<file path="src/rtl/btb_pkg.sv">
package btb_pkg;

   typedef enum logic [1:0] {
      UPD_IDLE  = 2'd0,
      UPD_TRAIN = 2'd1,
      UPD_ALLOC = 2'd2
   } upd_e;

   // Decide what a resolve does to the table.
   function automatic upd_e classify(input logic valid, input logic hit, input logic taken);
      upd_e act;
      act = UPD_IDLE;
      if (valid) begin
         if (hit)        act = UPD_TRAIN;
         else if (taken) act = UPD_ALLOC;
      end
      return act;
   endfunction

   // Misprediction test on a resolved branch.
   function automatic logic is_mispredicted(input logic taken, input logic pred_taken,
                                            input logic tgt_differs);
      return (taken != pred_taken) || (taken && tgt_differs);
   endfunction

endpackage

</file>
<file path="src/rtl/btb_match.sv">
module btb_match #(
   parameter int AW      = 16,
   parameter int ENTRIES = 8,
   localparam int IDX_W  = $clog2(ENTRIES)
) (
   input  logic [ENTRIES-1:0]         ent_valid,
   input  logic [ENTRIES-1:0][AW-1:0] ent_tag,
   input  logic [AW-1:0]              key,
   output logic [ENTRIES-1:0]         hitv,
   output logic                       hit,
   output logic [IDX_W-1:0]           idx
);

   for (genvar e = 0; e < ENTRIES; e++) begin : g_cmp
      assign hitv[e] = ent_valid[e] && (ent_tag[e] == key);
   end

   assign hit = |hitv;

   // Entries are unique, so an OR of the matching indices is the encoder.
   always_comb begin
      idx = '0;
      for (int e = 0; e < ENTRIES; e++) begin
         if (hitv[e]) idx = idx | IDX_W'(e);
      end
   end

endmodule

</file>
<file path="src/rtl/btb_sat_ctr.sv">
module btb_sat_ctr #(
   parameter int CNT_W = 2
) (
   input  logic [CNT_W-1:0] cnt,
   input  logic             taken,
   output logic [CNT_W-1:0] cnt_next,
   output logic             predict
);

   localparam logic [CNT_W-1:0] CNT_MAX = {CNT_W{1'b1}};
   localparam logic [CNT_W-1:0] CNT_MIN = '0;

   assign predict = cnt[CNT_W-1];

   always_comb begin
      cnt_next = cnt;
      if (taken) begin
         if (cnt != CNT_MAX) cnt_next = cnt + CNT_W'(1);
      end else begin
         if (cnt != CNT_MIN) cnt_next = cnt - CNT_W'(1);
      end
   end

endmodule

</file>
<file path="src/rtl/btb_rr_ptr.sv">
module btb_rr_ptr #(
   parameter int ENTRIES = 8,
   localparam int IDX_W  = $clog2(ENTRIES)
) (
   input  logic             clk,
   input  logic             rst_n,
   input  logic             advance,
   output logic [IDX_W-1:0] victim
);

   localparam logic [IDX_W-1:0] LAST = IDX_W'(ENTRIES - 1);

   always_ff @(posedge clk or negedge rst_n) begin
      if (!rst_n) begin
         victim <= '0;
      end else if (advance) begin
         victim <= (victim == LAST) ? '0 : victim + IDX_W'(1);
      end
   end

endmodule

</file>
<file path="src/rtl/btb_predictor.sv">
module btb_predictor #(
   parameter int AW              = 16,
   parameter int ENTRIES         = 8,
   parameter int CNT_W           = 2,
   parameter bit TARGET_ON_TRAIN = 1'b1
) (
   input  logic          clk,
   input  logic          rst_n,
   input  logic [AW-1:0] fetch_pc,
   output logic          pred_hit,
   output logic          pred_taken,
   output logic [AW-1:0] pred_next_pc,
   input  logic          res_valid,
   input  logic [AW-1:0] res_pc,
   input  logic          res_taken,
   input  logic [AW-1:0] res_target,
   input  logic          res_pred_taken,
   input  logic [AW-1:0] res_pred_target,
   output logic          mispredict,
   output logic [AW-1:0] redirect_pc
);
   import btb_pkg::*;

   localparam int IDX_W = $clog2(ENTRIES);
   localparam logic [CNT_W-1:0] CNT_INIT = CNT_W'(1) << (CNT_W - 1);

   if (ENTRIES < 2) begin : g_bad_entries
      $error("btb_predictor: ENTRIES must be at least 2");
   end
   if (CNT_W < 1 || CNT_W > 4) begin : g_bad_cnt
      $error("btb_predictor: CNT_W must be in 1..4");
   end
   if (AW < 2) begin : g_bad_aw
      $error("btb_predictor: AW must be at least 2");
   end

   logic [ENTRIES-1:0]            ent_valid;
   logic [ENTRIES-1:0][AW-1:0]    ent_tag;
   logic [ENTRIES-1:0][AW-1:0]    ent_tgt;
   logic [ENTRIES-1:0][CNT_W-1:0] ent_cnt;
   logic [ENTRIES-1:0][CNT_W-1:0] ent_cnt_next;
   logic [ENTRIES-1:0]            ent_predict;

   logic [ENTRIES-1:0] fetch_hitv;
   logic               fetch_hit;
   logic [IDX_W-1:0]   fetch_idx;
   logic [ENTRIES-1:0] res_hitv;
   logic               res_hit;
   logic [IDX_W-1:0]   res_idx;
   logic [IDX_W-1:0]   victim;
   upd_e               action;

   // Fetch-side lookup port.
   btb_match #(.AW(AW), .ENTRIES(ENTRIES)) u_fetch_match (
      .ent_valid (ent_valid),
      .ent_tag   (ent_tag),
      .key       (fetch_pc),
      .hitv      (fetch_hitv),
      .hit       (fetch_hit),
      .idx       (fetch_idx)
   );

   // Resolve-side lookup port.
   btb_match #(.AW(AW), .ENTRIES(ENTRIES)) u_res_match (
      .ent_valid (ent_valid),
      .ent_tag   (ent_tag),
      .key       (res_pc),
      .hitv      (res_hitv),
      .hit       (res_hit),
      .idx       (res_idx)
   );

   assign action = classify(res_valid, res_hit, res_taken);

   btb_rr_ptr #(.ENTRIES(ENTRIES)) u_victim (
      .clk     (clk),
      .rst_n   (rst_n),
      .advance (action == UPD_ALLOC),
      .victim  (victim)
   );

   // Per-entry history counter and storage.
   for (genvar e = 0; e < ENTRIES; e++) begin : g_ent
      logic do_train;
      logic do_alloc;
      logic tgt_write;

      btb_sat_ctr #(.CNT_W(CNT_W)) u_ctr (
         .cnt      (ent_cnt[e]),
         .taken    (res_taken),
         .cnt_next (ent_cnt_next[e]),
         .predict  (ent_predict[e])
      );

      assign do_train = (action == UPD_TRAIN) && (res_idx == IDX_W'(e));
      assign do_alloc = (action == UPD_ALLOC) && (victim == IDX_W'(e));

      if (TARGET_ON_TRAIN) begin : g_tgt_train
         assign tgt_write = do_alloc || (do_train && res_taken);
      end else begin : g_tgt_alloc_only
         assign tgt_write = do_alloc;
      end

      always_ff @(posedge clk or negedge rst_n) begin
         if (!rst_n) begin
            ent_valid[e] <= 1'b0;
            ent_tag[e]   <= '0;
            ent_cnt[e]   <= '0;
         end else if (do_alloc) begin
            ent_valid[e] <= 1'b1;
            ent_tag[e]   <= res_pc;
            ent_cnt[e]   <= CNT_INIT;
         end else if (do_train) begin
            ent_cnt[e]   <= ent_cnt_next[e];
         end
      end

      always_ff @(posedge clk or negedge rst_n) begin
         if (!rst_n) begin
            ent_tgt[e] <= '0;
         end else if (tgt_write) begin
            ent_tgt[e] <= res_target;
         end
      end
   end

   // Prediction output.
   logic          sel_predict;
   logic [AW-1:0] sel_target;
   logic [AW-1:0] seq_pc;

   assign sel_predict  = ent_predict[fetch_idx];
   assign sel_target   = ent_tgt[fetch_idx];
   assign seq_pc       = fetch_pc + AW'(1);
   assign pred_hit     = fetch_hit;
   assign pred_taken   = fetch_hit && sel_predict;
   assign pred_next_pc = pred_taken ? sel_target : seq_pc;

   // Misprediction report, registered one cycle after the resolve.
   logic          misp_now;
   logic [AW-1:0] fix_pc;

   assign misp_now = res_valid &&
                     is_mispredicted(res_taken, res_pred_taken, res_target != res_pred_target);
   assign fix_pc   = res_taken ? res_target : (res_pc + AW'(1));

   always_ff @(posedge clk or negedge rst_n) begin
      if (!rst_n) begin
         mispredict  <= 1'b0;
         redirect_pc <= '0;
      end else begin
         mispredict  <= misp_now;
         if (misp_now) redirect_pc <= fix_pc;
      end
   end

endmodule

</file>
<file path="config.mk">
export PLATFORM = sky130hd
export DESIGN_NAME = btb_predictor
export DESIGN_NICKNAME = d
export VERILOG_FILES = /design/src/rtl/btb_pkg.sv /design/src/rtl/btb_match.sv /design/src/rtl/btb_sat_ctr.sv /design/src/rtl/btb_rr_ptr.sv /design/src/rtl/btb_predictor.sv
export SDC_FILE = /design/constraint.sdc
export NUM_CORES = 1
export LEC_CHECK = 0
export BUFFER_PORTS_ARGS = -buffer_cell sky130_fd_sc_hd__buf_2
export CELL_PAD_IN_SITES_DETAIL_PLACEMENT = 0
export CELL_PAD_IN_SITES_GLOBAL_PLACEMENT = 1
export CORE_MARGIN = 2
export CORE_UTILIZATION = 54
export DETAILED_ROUTE_END_ITERATION = 7
export GPL_TIMING_DRIVEN = 0
export PLACE_DENSITY = 0.83
export SLEW_MARGIN = 20
export SYNTH_ARGS = -nofsm -noshare
export SYNTH_HDL_FRONTEND = slang
export SYNTH_HIERARCHICAL = 1
export SYNTH_SLANG_ARGS = --single-unit
</file>
<file path="constraint.sdc">
create_clock -name clk -period 18.3 [get_ports clk]
set_input_delay 5.49 -clock clk [delete_from_list [all_inputs] [get_ports clk]]
set_output_delay 5.49 -clock clk [all_outputs]
set_load 0.02 [all_outputs]
</file>
==> out/results.ini <==
[die]
boundaryPins = 104
die_h_microns = 182.0
die_w_microns = 182.0
coreArea_sq_um = 31390
dieArea_sq_um = 33130
rows = 65
start_util = 0.5452

[sta]
tns_ns = 0
slew_headroom = 0.2535
finalMaxSlewViolations = 0
worst_pin_slew_ns = 1.117
skew_ns = 0.01881
setup_slack_ns = 3.256
fin_crit_ns = 15.04
fmax_mhz = 66.47
min_period_over_period = 0.8221
setup_viol = 0
rsz0062_at_grt = false
hold_viol_final = 0

[finish]
fin_area_sq_um = 19290
fin_util = 0.6146
finalNetCount = 1699
antenna_cells = 0
area_delta_synth_final_pct = 12.73
n_fill_cell = 2560
drive_above_1_share = 0.3063

[critical_path]
critPathSlowestCell = clkbuf_1
crit_path_max_incr_delay_ns = 0.61
r2r_slack_ns = 14.25
cp_cell_sequence = buf_2, buf_4, xnor2_1, nand4_1, nor4_1, a32o_1, or2_2, clkbuf_1, clkbuf_1, clkbuf_1, a211oi_1, a21oi_1, buf_2
worstReg2RegStart = ent_tag[57]$_DFFE_PN0P_
required_ns = 12.81
path_max_fanout = 10
cpMostUsedCell = clkbuf_1
crit_path_end_kind = output pin
startpoint_type = input port
r2r_end = ent_tgt[30]$_DFFE_PN0P_
worstPathArrival_ns = 9.55
worstSetupPathType = in -> out
worstRegToRegCells = 10

[power]
power_leakage_uw = 0.007995
ir_drop_v = 0.0001019
power_density_nw_per_um2 = 146.2

[routing]
drc = 0
wl_mm = 51.80
drt_pre_antenna_iters = 5
wire_per_inst_microns = 25.22
drt_iter0_drc = 1101
post_drt_via_cell_ratio = 5.935
vias = 12190
ant_nets = 0

[global_route]
grt_max_degree = 100
grt_usage = 0.3176
antenna_found_initial = 0
gr-total-overflow = 0
grt_pass1_vias = 12240
grt_pass1_wl_mm = 77.67

[hold_path]
hp-class = reg -> reg
min_to = ent_valid[2]$_DFFE_PN0P_
min_delay_path_depth = 1
hold_path.startpoint = ent_valid[2]$_DFFE_PN0P_

[clock_tree]
cts_resized = 0
cts_max_path_buffers = 3
cts_buffers = 35
clock_latency_ns = 0.53
cts_setup_buffers = 0
holdBufCountCts = 0
cts_num_sinks = 300
cts_tree = yes
clkTransAtPathRegs_ns = 0.06
htree_levels = 2
root_buffer = clkbuf_16

[place]
dpl_cell_area_sq_um = 18120
gp_congestion = 0.9334
hpwlAfterDp_mm = 35.60
dp_slack_ns = 3.272
port_buffers = 81

[status]
status = finished, final reports clean

[synth]
syn_area_sq_um = 17120
ys_warn_count = 6
syn_avg_cell_area_sq_um = 11.37
syn_nets = 1578
syn_inst = 1505

[job]
max-cap-violations = 0

## worst max-delay path: cells and delay by family
kind,cells,cell delay [ns]
compound gates,3,0.79
xor+xnor,1,0.17
buf+inv,6,2.29
simple gates,3,0.78
## area by class of cell
cell class / count / area (sq um) / area share
plain buffers: 120 / 790.8 / 0.04099
repair buffers: 84 / 498.0 / 0.02581
flip-flops and latches: 300 / 7507 / 0.3891
clock buffers: 50 / 1013 / 0.05253
clock inverters: 13 / 163.9 / 0.008495
inverters: 13 / 48.80 / 0.002529
well taps: 402 / 503.0 / 0.02607
multi-input cells: 1072 / 8768 / 0.4545
## routing by layer
| metal | routed length [microns] | GRT usage | up-vias |
|---|---|---|---|
| met3 | 3486 | 0.04192 | 111 |
| met5 | 0 | 0 | - |
| met2 | 24550 | 0.5189 | 489 |
| met4 | 1928 | 0.1152 | 0 |
| met1 | 21830 | 0.4369 | 6182 |
| li1 | - | - | 5408 |
## sequential cells by signal, summed over array words and instances, names as in the netlist
name	count
mispredict	1
ent_tgt	128
ent_tag	128
ent_cnt	16
ent_valid	8
redirect_pc	16
u_victim/victim	3
## metrics by stage
| step | power (uW) | std cells | hold WS [ns] |
|---|---|---|---|
| after global routing | 2967 | 2054 | 0.5068 |
| final | 2821 | 2054 | 0.4841 |
| after global placement | 2049 | 1988 | 0.4540 |
| after CTS | 2822 | 2054 | 0.4800 |
| after detailed placement | 2098 | 1991 | 0.4664 |
| after floorplan | 1877 | 1505 | 0.4402 |
## power breakdown
part           internal [uW]  switching (uW)  total, uW
sequential               964             253       1220
combinational            523             362        885
clock                    430             289        719
total                   1920             904       2820
## worst max path at each step
stage / slack (ns) / to / start / cells past startpoint
6_report: 3.26 / pred_next_pc[4] / fetch_pc[12] / 13
5_1_grt: 2.98 / pred_next_pc[4] / fetch_pc[2] / 13
4_1_cts: 3.27 / pred_next_pc[5] / fetch_pc[12] / 13
3_5_place_dp: 3.27 / pred_next_pc[5] / fetch_pc[12] / 13
3_3_place_gp: 3.35 / pred_next_pc[5] / fetch_pc[2] / 13
2_1_floorplan: 4.68 / pred_next_pc[10] / fetch_pc[5] / 13
## layout by cell type, fill, tap and decap left out, types with 3 or more instances in the layout
cell	instances
o21ai_0	37
mux2i_1	16
clkbuf_1	53
a21oi_1	14
bufinv_16	3
a32o_1	6
or2_2	10
clkbuf_16	36
nor4_1	23
buf_2	101
nor2_1	12
buf_16	3
nor3_1	9
mux4_2	34
clkbuf_8	6
and3_1	11
nand2b_1	7
mux2_4	9
nor2b_1	11
or3_1	4
nand3_1	31
clkinv_2	5
xor2_1	24
nor2_4	3
buf_6	29
xnor2_1	276
mux2_2	203
ha_1	4
and2_1	6
maj3_2	16
inv_1	13
dfrtp_1	300
nand4_1	54
a21oi_2	8
nand2_1	208
a211oi_1	11
buf_4	21
Power figures use the tool's default switching activity.
